--- src/rtl/change_notify.sv ---
module change_notify #(
  parameter int NPINS = 81
) (
  input  logic             clk,
  input  logic             rst_n,
  input  logic [NPINS-1:0] pins_i,
  input  logic [NPINS-1:0] pin_out_i,
  input  logic             wr_en_i,
  input  logic             rd_en_i,
  input  logic [4:0]       addr_i,
  input  logic [15:0]      wdata_i,
  output logic [15:0]      rdata_o,
  output logic [NPINS-1:0] pull_up_o,
  output logic [NPINS-1:0] pull_down_o,
  output logic             irq_o,
  output logic             wake_o
);
  localparam int WORDS = (NPINS + 15) / 16;
  localparam int PADW  = WORDS * 16;
  localparam logic [PADW-1:0] VALID = ~({PADW{1'b1}} << NPINS);

  logic [PADW-1:0] en_q, pu_q, pd_q, ref_q, s1_q, s2_q, pins_pad, mism;
  logic [1:0] bank;
  logic [2:0] word;
  logic word_ok, clr, irq_q;

  assign bank     = addr_i[4:3];
  assign word     = addr_i[2:0];
  assign word_ok  = 32'(word) < WORDS;
  assign clr      = wr_en_i && addr_i == 5'd31 && wdata_i[0];
  assign pins_pad = PADW'(pins_i);
  assign mism     = en_q & (s2_q ^ ref_q);

  assign wake_o      = |(en_q & (pins_pad ^ ref_q));
  assign irq_o       = irq_q;
  assign pull_up_o   = pu_q[NPINS-1:0] & ~pin_out_i;
  assign pull_down_o = pd_q[NPINS-1:0];

  always_ff @(posedge clk or negedge rst_n) begin
    if (!rst_n) begin
      s1_q <= '0;
      s2_q <= '0;
    end else begin
      s1_q <= pins_pad;
      s2_q <= s1_q;
    end
  end

  always_ff @(posedge clk or negedge rst_n) begin
    if (!rst_n) begin
      en_q  <= '0;
      pu_q  <= '0;
      pd_q  <= '0;
      ref_q <= '0;
    end else begin
      for (int w = 0; w < WORDS; w++) begin
        if (32'(word) == w) begin
          if (wr_en_i && bank == 2'd0) en_q[w*16 +: 16] <= wdata_i & VALID[w*16 +: 16];
          if (wr_en_i && bank == 2'd1) pu_q[w*16 +: 16] <= wdata_i & VALID[w*16 +: 16];
          if (wr_en_i && bank == 2'd2) pd_q[w*16 +: 16] <= wdata_i & VALID[w*16 +: 16];
          if (rd_en_i && bank == 2'd3) ref_q[w*16 +: 16] <= s2_q[w*16 +: 16];
        end
      end
    end
  end

  always_ff @(posedge clk or negedge rst_n) begin
    if (!rst_n) irq_q <= 1'b0;
    else        irq_q <= (irq_q & ~clr) | (|mism);
  end

  always_comb begin
    rdata_o = '0;
    if (addr_i == 5'd31) rdata_o = {15'd0, irq_q};
    else if (word_ok) begin
      case (bank)
        2'd0:    rdata_o = en_q[{word, 4'b0} +: 16];
        2'd1:    rdata_o = pu_q[{word, 4'b0} +: 16];
        2'd2:    rdata_o = pd_q[{word, 4'b0} +: 16];
        default: rdata_o = s2_q[{word, 4'b0} +: 16];
      endcase
    end
  end

  assert_pad_bits_zero_R3: assert property (@(posedge clk) disable iff (!rst_n)
    ((en_q | pu_q | pd_q | ref_q) & ~VALID) == '0);
  assert_no_wake_disabled_R5: assert property (@(posedge clk) disable iff (!rst_n)
    (en_q == '0) |-> !wake_o);
  assert_irq_needs_enable_R5: assert property (@(posedge clk) disable iff (!rst_n)
    $rose(irq_q) |-> $past(|en_q));
  assert_irq_sticky_R6: assert property (@(posedge clk) disable iff (!rst_n)
    (irq_q && !clr) |=> irq_q);
  assert_clear_works_R6: assert property (@(posedge clk) disable iff (!rst_n)
    (clr && mism == '0) |=> !irq_q);
  assert_pullup_off_out_R9: assert property (@(posedge clk) disable iff (!rst_n)
    (pull_up_o & pin_out_i) == '0);
endmodule

--- config.mk ---
export PLATFORM = sky130hd
export DESIGN_NAME = change_notify
export DESIGN_NICKNAME = d
export VERILOG_FILES = /design/src/rtl/change_notify.sv
export SDC_FILE = /design/constraint.sdc
export NUM_CORES = 1
export LEC_CHECK = 0
export ABC_CLOCK_PERIOD_IN_PS = 2100
export BUFFER_PORTS_ARGS = -buffer_cell sky130_fd_sc_hd__buf_4
export CAP_MARGIN = 10
export CORE_MARGIN = 8
export CORE_UTILIZATION = 41
export DETAILED_ROUTE_END_ITERATION = 12
export PLACE_DENSITY = 0.68
export SLEW_MARGIN = 20
export SYNTH_ARGS = -nofsm -noshare
export SYNTH_HDL_FRONTEND = slang
export SYNTH_SLANG_ARGS = --single-unit
--- constraint.sdc ---
create_clock -name clk -period 2.1 [get_ports clk]
set_input_delay 0.105 -clock clk [delete_from_list [all_inputs] [get_ports clk]]
set_output_delay 0.105 -clock clk [all_outputs]
set_load 0.05 [all_outputs]
==> summary.txt, run 1 <==
Setup path
  • CP Buf/Inv Count: 3
  • Worst EP required: 2.00 ns
  • CP endpoint kind: output pin
  • Worst R2R Start: s2_q[45]$_DFF_PN0_
  • Crit path kind: flop to output pin
  • Critical Path Fanout Max: 3
  • Path depth of the worst reg2reg path: 7
  • Crit path DAT: 2.52 ns
  • Top delay family on crit path: simple AND/OR/NAND/NOR gates
  • Worst Setup SP: ref_q[2]$_DFFE_PN0P_
  • Reg2Reg Setup Slack: -0.27 ns
  • Cell-by-cell trace of the critical path: buf_4, xor2_1, a22oi_1, nand4_1, nor4_2, nand3_1, buf_6, buf_8
  • CP Launch Type: flop
  • Crit. path cell count: 8
  • FF-to-FF End: irq_o$_DFF_PN0_
  • CP max stage cell: dfrtp_1
  • Slowest stage delay, CP: 0.41 ns
  • Capture point of the critical path: wake_o

Logic synthesis
  • Synthesis-stage register bit count: 487
  • Synthesized net count: 1628
  • Synth area leaders: dfrtp_1, mux2_2, mux4_2
  • Synth unique cells: 38
  • Post-synth ARST share: 100%
  • Yosys top cell area share: 56.5%
  • Post-Synthesis Cells: 1441
  • Synthesized cell area: 21600 µm²
  • Synth Area per Inst: 15.0 µm²
  • EDFF count, synth: 0
  • Synth area leader: dfrtp_1
  • Share of the yosys chip area belonging to registers: 56.5%
  • Synth warnings: 0
  • Synth Flop Type: dfrtp_1

STA
  • Final setup violation count: 18
  • Final min period: 2.62 ns
  • Final WS setup: -0.524 ns
  • Setup_tns: -7.16 ns
  • Final Hold Viols: 0
  • Max Fclk: 381 MHz
  • Setup repair after global routing missed its margin: true
  • Final Slew Violations: 0
  • Worst Skew: 0.0130 ns
  • Final period util: 125%
  • Max-Slew Margin vs Limit: 65.1%
  • Worst Tran Pin Value: 0.522 ns

Floorplanning
  • Die Wd: 245 µm
  • Initial core utilization: 41.3%
  • I/O Pins: 367
  • Die area: 60200 µm²
  • Core Area: 52200 µm²
  • Row cnt: 84
  • Chip height: 245 µm

GRT
  • Tot GR Track Use: 26.9%
  • Vias in the first global route: 16600
  • Grt total ovfl: 0
  • Global-route wire length before repair: 118000 µm
  • Largest net degree at the start of global routing: 71
  • Initial antenna violation count: 1

Layout
  • Synthesis-to-layout area growth: 39.6%
  • Layout cells sized above 1: 53.9%
  • Final core occ: 57.6%
  • Final std cells w/o fill: 2859
  • ANT cells: 0
  • Most frequent cells in the layout: buf_4, dfrtp_1, mux2_2
  • Commonest non-fill, non-tap cell in the layout: buf_4
  • Nets: 2316

CTS
  • Clock Path Buffers: 3
  • Num CTS Buffers: 52
  • Root Driver: clkbuf_16
  • CTS H-tree lvls: 2
  • CTS tree: built
  • Worst skew pair latency: 0.60 ns
  • Worst-path clk slew: 0.06 ns
  • Clock Sinks: 487

Route
  • Iter 0 DRT Violations: 1406
  • Via density per instance: 5.53
  • DR WL/cell: 28.8 µm
  • Vias: 15800
  • DRT Pass-1 Iters: 5
  • Detail Route Antenna Nets: 0
  • DRC: 0
  • Total Wirelength: 82300 µm

Placement
  • IO buf count: 366
  • Inst Count DP: 2633
  • GPL Wtd Cong: 0.925
  • Final HPWL DP: 61700 µm
  • Place WS: -0.186 ns

Pwr
  • PwrDens: 1010 nW/µm²
  • Leak Pwr: 14.1 nW
  • Peak VDD IR: 0.000570 V

Run
  • Max cap viols: 0

Run status
  • Status: complete, but fails checks
  • Violated checks: negative setup slack

Worst hold path
  • Worst Hold Class: input port to asynchronous set/reset pin
area by class of cell:
class | count | area (µm²)
Fill cell | 4228 | 22100
Sequential cell | 487 | 12200
Multi-Input combinational cell | 870 | 9230
Timing Repair Buffer | 708 | 6030
Clock buffer | 79 | 1600
Tap cell | 688 | 861
Clock inverter | 17 | 151
Inverter | 10 | 37.5
cells by family (layout without fill, tap and decap cells):
| logic type | after synthesis | count (layout) | synth area share [%] |
|---|---|---|---|
| flops | 487 | 487 | 56.5 |
| mux | 425 | 425 | 27.0 |
| simple gates | 174 | 174 | 4.60 |
| xor+xnor | 162 | 162 | 6.58 |
| compound gates | 109 | 109 | 3.59 |
| buf+inv | 84 | 814 | 1.76 |
Yosys cell counts, types with 4 or more instances:
cell type,n
dfrtp_1,487
o21ai_0,20
xor2_1,162
nor2_1,13
buf_4,4
nand4_1,17
mux4_2,91
buf_2,33
nand2b_1,5
clkbuf_1,34
inv_1,10
nand3_1,9
nand2_1,24
a21oi_1,4
nor3_1,5
a22oi_1,71
mux2_2,324
nor2b_1,85
mux2i_1,9
metal layers:
layer  wire length [µm]  track usage (%)  up-vias
li1                   -                -     6650
met1              33800             36.1     8315
met2              38900             42.9      722
met3               6690             6.19      136
met4               2890             9.04        0
met5                  0                0        -
per-stage QoR:
step	hold slack, ns	power [mW]	instance area, µm²
after global placement	0.0599	20.5	26700
after detailed placement	0.0618	20.7	26700
after CTS	0.0326	30.4	30000
after global routing	0.0432	31.5	30100
after floorplan	-0.191	16.6	21600
final	0.0363	30.5	30100
worst min-delay path by stage:
| stage | cells past startpoint | endpoint | slack (ns) | from |
|---|---|---|---|---|
| 2_1_floorplan | 0 | en_q[0]$_DFFE_PN0P_ | -0.19 | rst_n |
| 3_3_place_gp | 1 | pd_q[76]$_DFFE_PN0P_ | 0.06 | rst_n |
| 3_5_place_dp | 1 | pd_q[60]$_DFFE_PN0P_ | 0.06 | rst_n |
| 4_1_cts | 2 | pd_q[76]$_DFFE_PN0P_ | 0.03 | rst_n |
| 5_1_grt | 2 | pd_q[76]$_DFFE_PN0P_ | 0.04 | rst_n |
| 6_report | 2 | pd_q[76]$_DFFE_PN0P_ | 0.04 | rst_n |
state kept, by name, indices dropped and copies added (netlist names):
register,cells
irq_o,1
pu_q,81
s1_q,81
ref_q,81
en_q,81
s2_q,81
pd_q,81
report_power, final:
| group | switching [mW] | total, mW | internal [mW] |
|---|---|---|---|
| clock | 3.91 | 9.31 | 5.40 |
| sequential | 1.46 | 12.2 | 10.8 |
| combinational | 4.88 | 8.92 | 4.04 |
timing repair:
item / 4_1_cts / 5_1_grt
endpoints found under the setup margin: 18 / 18
setup buffers: 28 / 6
gates cloned: 0 / 0
hold buffers: 97 / 0
pin swaps: 12 / 23
resized for setup: 86 / 27
hold endpoints to repair: 793 / 0
Power figures use the tool's default switching activity.
==> run 2: changes to the inputs <==
==> constraint.sdc (replaced) <==
create_clock -name clk -period 2.1 [get_ports clk]
set_input_delay 0.21 -clock clk [delete_from_list [all_inputs] [get_ports clk]]
set_output_delay 0.21 -clock clk [all_outputs]
set_load 0.05 [all_outputs]
==> summary.txt, run 2 (same netlist as run 1, synthesis figures left out) <==
Pwr
  • PwrDens: 1030 nW/µm² (+1.8%)
  • Final Power: 31.0 mW (+1.9%)
  • Leak Pwr: 14.2 nW (+0.32%)
  • Peak VDD IR: 0.000702 V (+23%)

Run status
  • Status: complete, but fails checks
  • Violated checks: negative setup slack

Worst hold path
  • Hold Path Stages: 2
  • Worst Hold Class: input port to flop

CTS
  • CTS tree: built
  • Clock Sinks: 487 (unchanged)
  • Root Driver: clkbuf_16
  • Num CTS Buffers: 53 (+1.9%)
  • Worst skew pair latency: 0.63 ns (+0.03 ns)
  • Clock Path Buffers: 3 (unchanged)
  • CTS H-tree lvls: 2 (unchanged)
  • Worst-path clk slew: 0.06 ns (about the same)

STA
  • Final setup violation count: 18 (unchanged)
  • Final Slew Violations: 0 (unchanged)
  • Final WS setup: -0.626 ns (-0.101 ns)
  • Setup repair after global routing missed its margin: true
  • Worst Skew: 0.0146 ns (+0.00156 ns)
  • Worst Tran Pin Value: 0.610 ns (+0.0879 ns)
  • Max-Slew Margin vs Limit: 59.3% (-5.7 points)
  • Final min period: 2.73 ns (+0.101 ns)
  • Max Fclk: 367 MHz (-3.7%)
  • Final period util: 130% (+4.8 points)
  • Final Hold Viols: 0 (unchanged)

GRT
  • Global-route wire length before repair: 122000 µm (+3.6%)
  • Tot GR Track Use: 28.0% (+1.1 points)
  • Largest net degree at the start of global routing: 72 (+1.4%)
  • Vias in the first global route: 17100 (+3.0%)
  • Grt total ovfl: 0 (unchanged)
  • Initial antenna violation count: 1 (unchanged)

Floorplanning
  • I/O Pins: 367 (unchanged)
  • Die area: 60200 µm² (unchanged)
  • Core Area: 52200 µm² (unchanged)
  • Initial core utilization: 41.3% (unchanged)
  • Die Wd: 245 µm (unchanged)
  • Row cnt: 84 (unchanged)
  • Chip height: 245 µm (unchanged)

Setup path
  • CP endpoint kind: output pin
  • Path depth of the worst reg2reg path: 7 (unchanged)
  • Critical Path Fanout Max: 2 (-1)
  • Crit path kind: flop to output pin
  • CP Launch Type: flop
  • Worst EP required: 1.89 ns (-0.11 ns)
  • Crit path DAT: 2.52 ns (about the same)

Route
  • Via density per instance: 5.64 (+1.8%)
  • DRC: 0 (unchanged)
  • Total Wirelength: 85600 µm (+4.0%)
  • Iter 0 DRT Violations: 1429 (+1.6%)
  • Vias: 16100 (+1.9%)
  • DRT Pass-1 Iters: 5 (unchanged)
  • DR WL/cell: 29.9 µm (+3.9%)
  • Detail Route Antenna Nets: 0 (unchanged)

Layout
  • ANT cells: 0 (unchanged)
  • Nets: 2317 (+0.043%)
  • Commonest non-fill, non-tap cell in the layout: buf_4
  • # fillers: 4206 (-0.52%)
  • Synthesis-to-layout area growth: 39.7% (about the same)
  • Layout cells sized above 1: 55.0% (+1.0 points)
  • Most frequent cells in the layout: buf_4, dfrtp_1, mux2_2
  • Fin area: 30100 µm² (about the same)

Run
  • Max cap viols: 0 (unchanged)

Placement
  • Placed cell area: 26800 µm² (+0.39%)
  • GPL Wtd Cong: 0.955 (+3.2%)
  • Final HPWL DP: 64300 µm (+4.1%)
  • Place WS: -0.296 ns (-0.110 ns)
  • IO buf count: 366 (unchanged)
==> run 2: final cells by class <==
class                   instances  area [µm²]  share of cell area [%]
multi-input cells             870        9240                    30.7
inverters                      10        37.5                   0.125
clock buffers                  71        1500                    4.99
flip-flops and latches        487       12200                    40.5
clock inverters                28         329                    1.09
well taps                     688         861                    2.86
repair buffers                708        5970                    19.8
==> run 2: what timing repair did <==
action	CTS	global route
hold buffers	84	0
hold endpoints to repair	149	0
pin swaps	16	28
buffers inserted	26	18
gates resized for setup	67	31
endpoints found under the setup margin	18	18
gates cloned	0	0
==> run 2: worst paths after layout <==
path	startpoint	end	slack, ns
worst max register to register	s2_q[9]$_DFF_PN0_	irq_o$_DFF_PN0_	-0.26
min in group asynchronous	rst_n	pd_q[77]$_DFFE_PN0P_	0.15
max in group asynchronous	rst_n	pu_q[44]$_DFFE_PN0P_	1.04
worst min-delay path	wdata_i[7]	pu_q[71]$_DFFE_PN0P_	0.03
worst max-delay path	ref_q[20]$_DFFE_PN0P_	wake_o	-0.63
worst min register to register	s1_q[27]$_DFF_PN0_	s2_q[27]$_DFF_PN0_	0.34
==> run 2: power by group <==
part,internal [mW],total [mW],switching (mW)
Clock,5.79,9.85,4.06
Combinational,3.98,8.73,4.74
Sequential,10.8,12.5,1.71
Total,20.5,31.0,10.5
==> run 2: worst max-delay path: stages (launching register included) <==
cell     delay, ns
dfrtp_1       0.39
buf_4         0.14
xor2_1        0.15
a22oi_1       0.29
nand4_1       0.20
nor4_4        0.32
nand3_2       0.19
buf_8         0.21
==> run 2: metrics by stage <==
stage               hold slack, ns  cells  util [%]  setup TNS, ns
floorplan                  -0.0856   1441         -              0
global placement             0.219   2638      51.3          -8.93
detailed placement           0.216   2638      51.3          -9.24
CTS                        0.00406   2847      57.2          -8.97
global route                0.0179   2862      57.7          -9.62
finish                      0.0263   2862      57.7          -8.67
==> run 2: routing by layer <==
| layer | track usage, % | vias to the layer above | part of all wire, % |
|---|---|---|---|
| met3 | 6.14 | 173 | 8.0 |
| met2 | 45.0 | 849 | 48 |
| met4 | 12.6 | 2 | 4.7 |
| met1 | 36.1 | 8444 | 39 |
| met5 | 0 | - | 0.015 |
| li1 | - | 6660 | - |
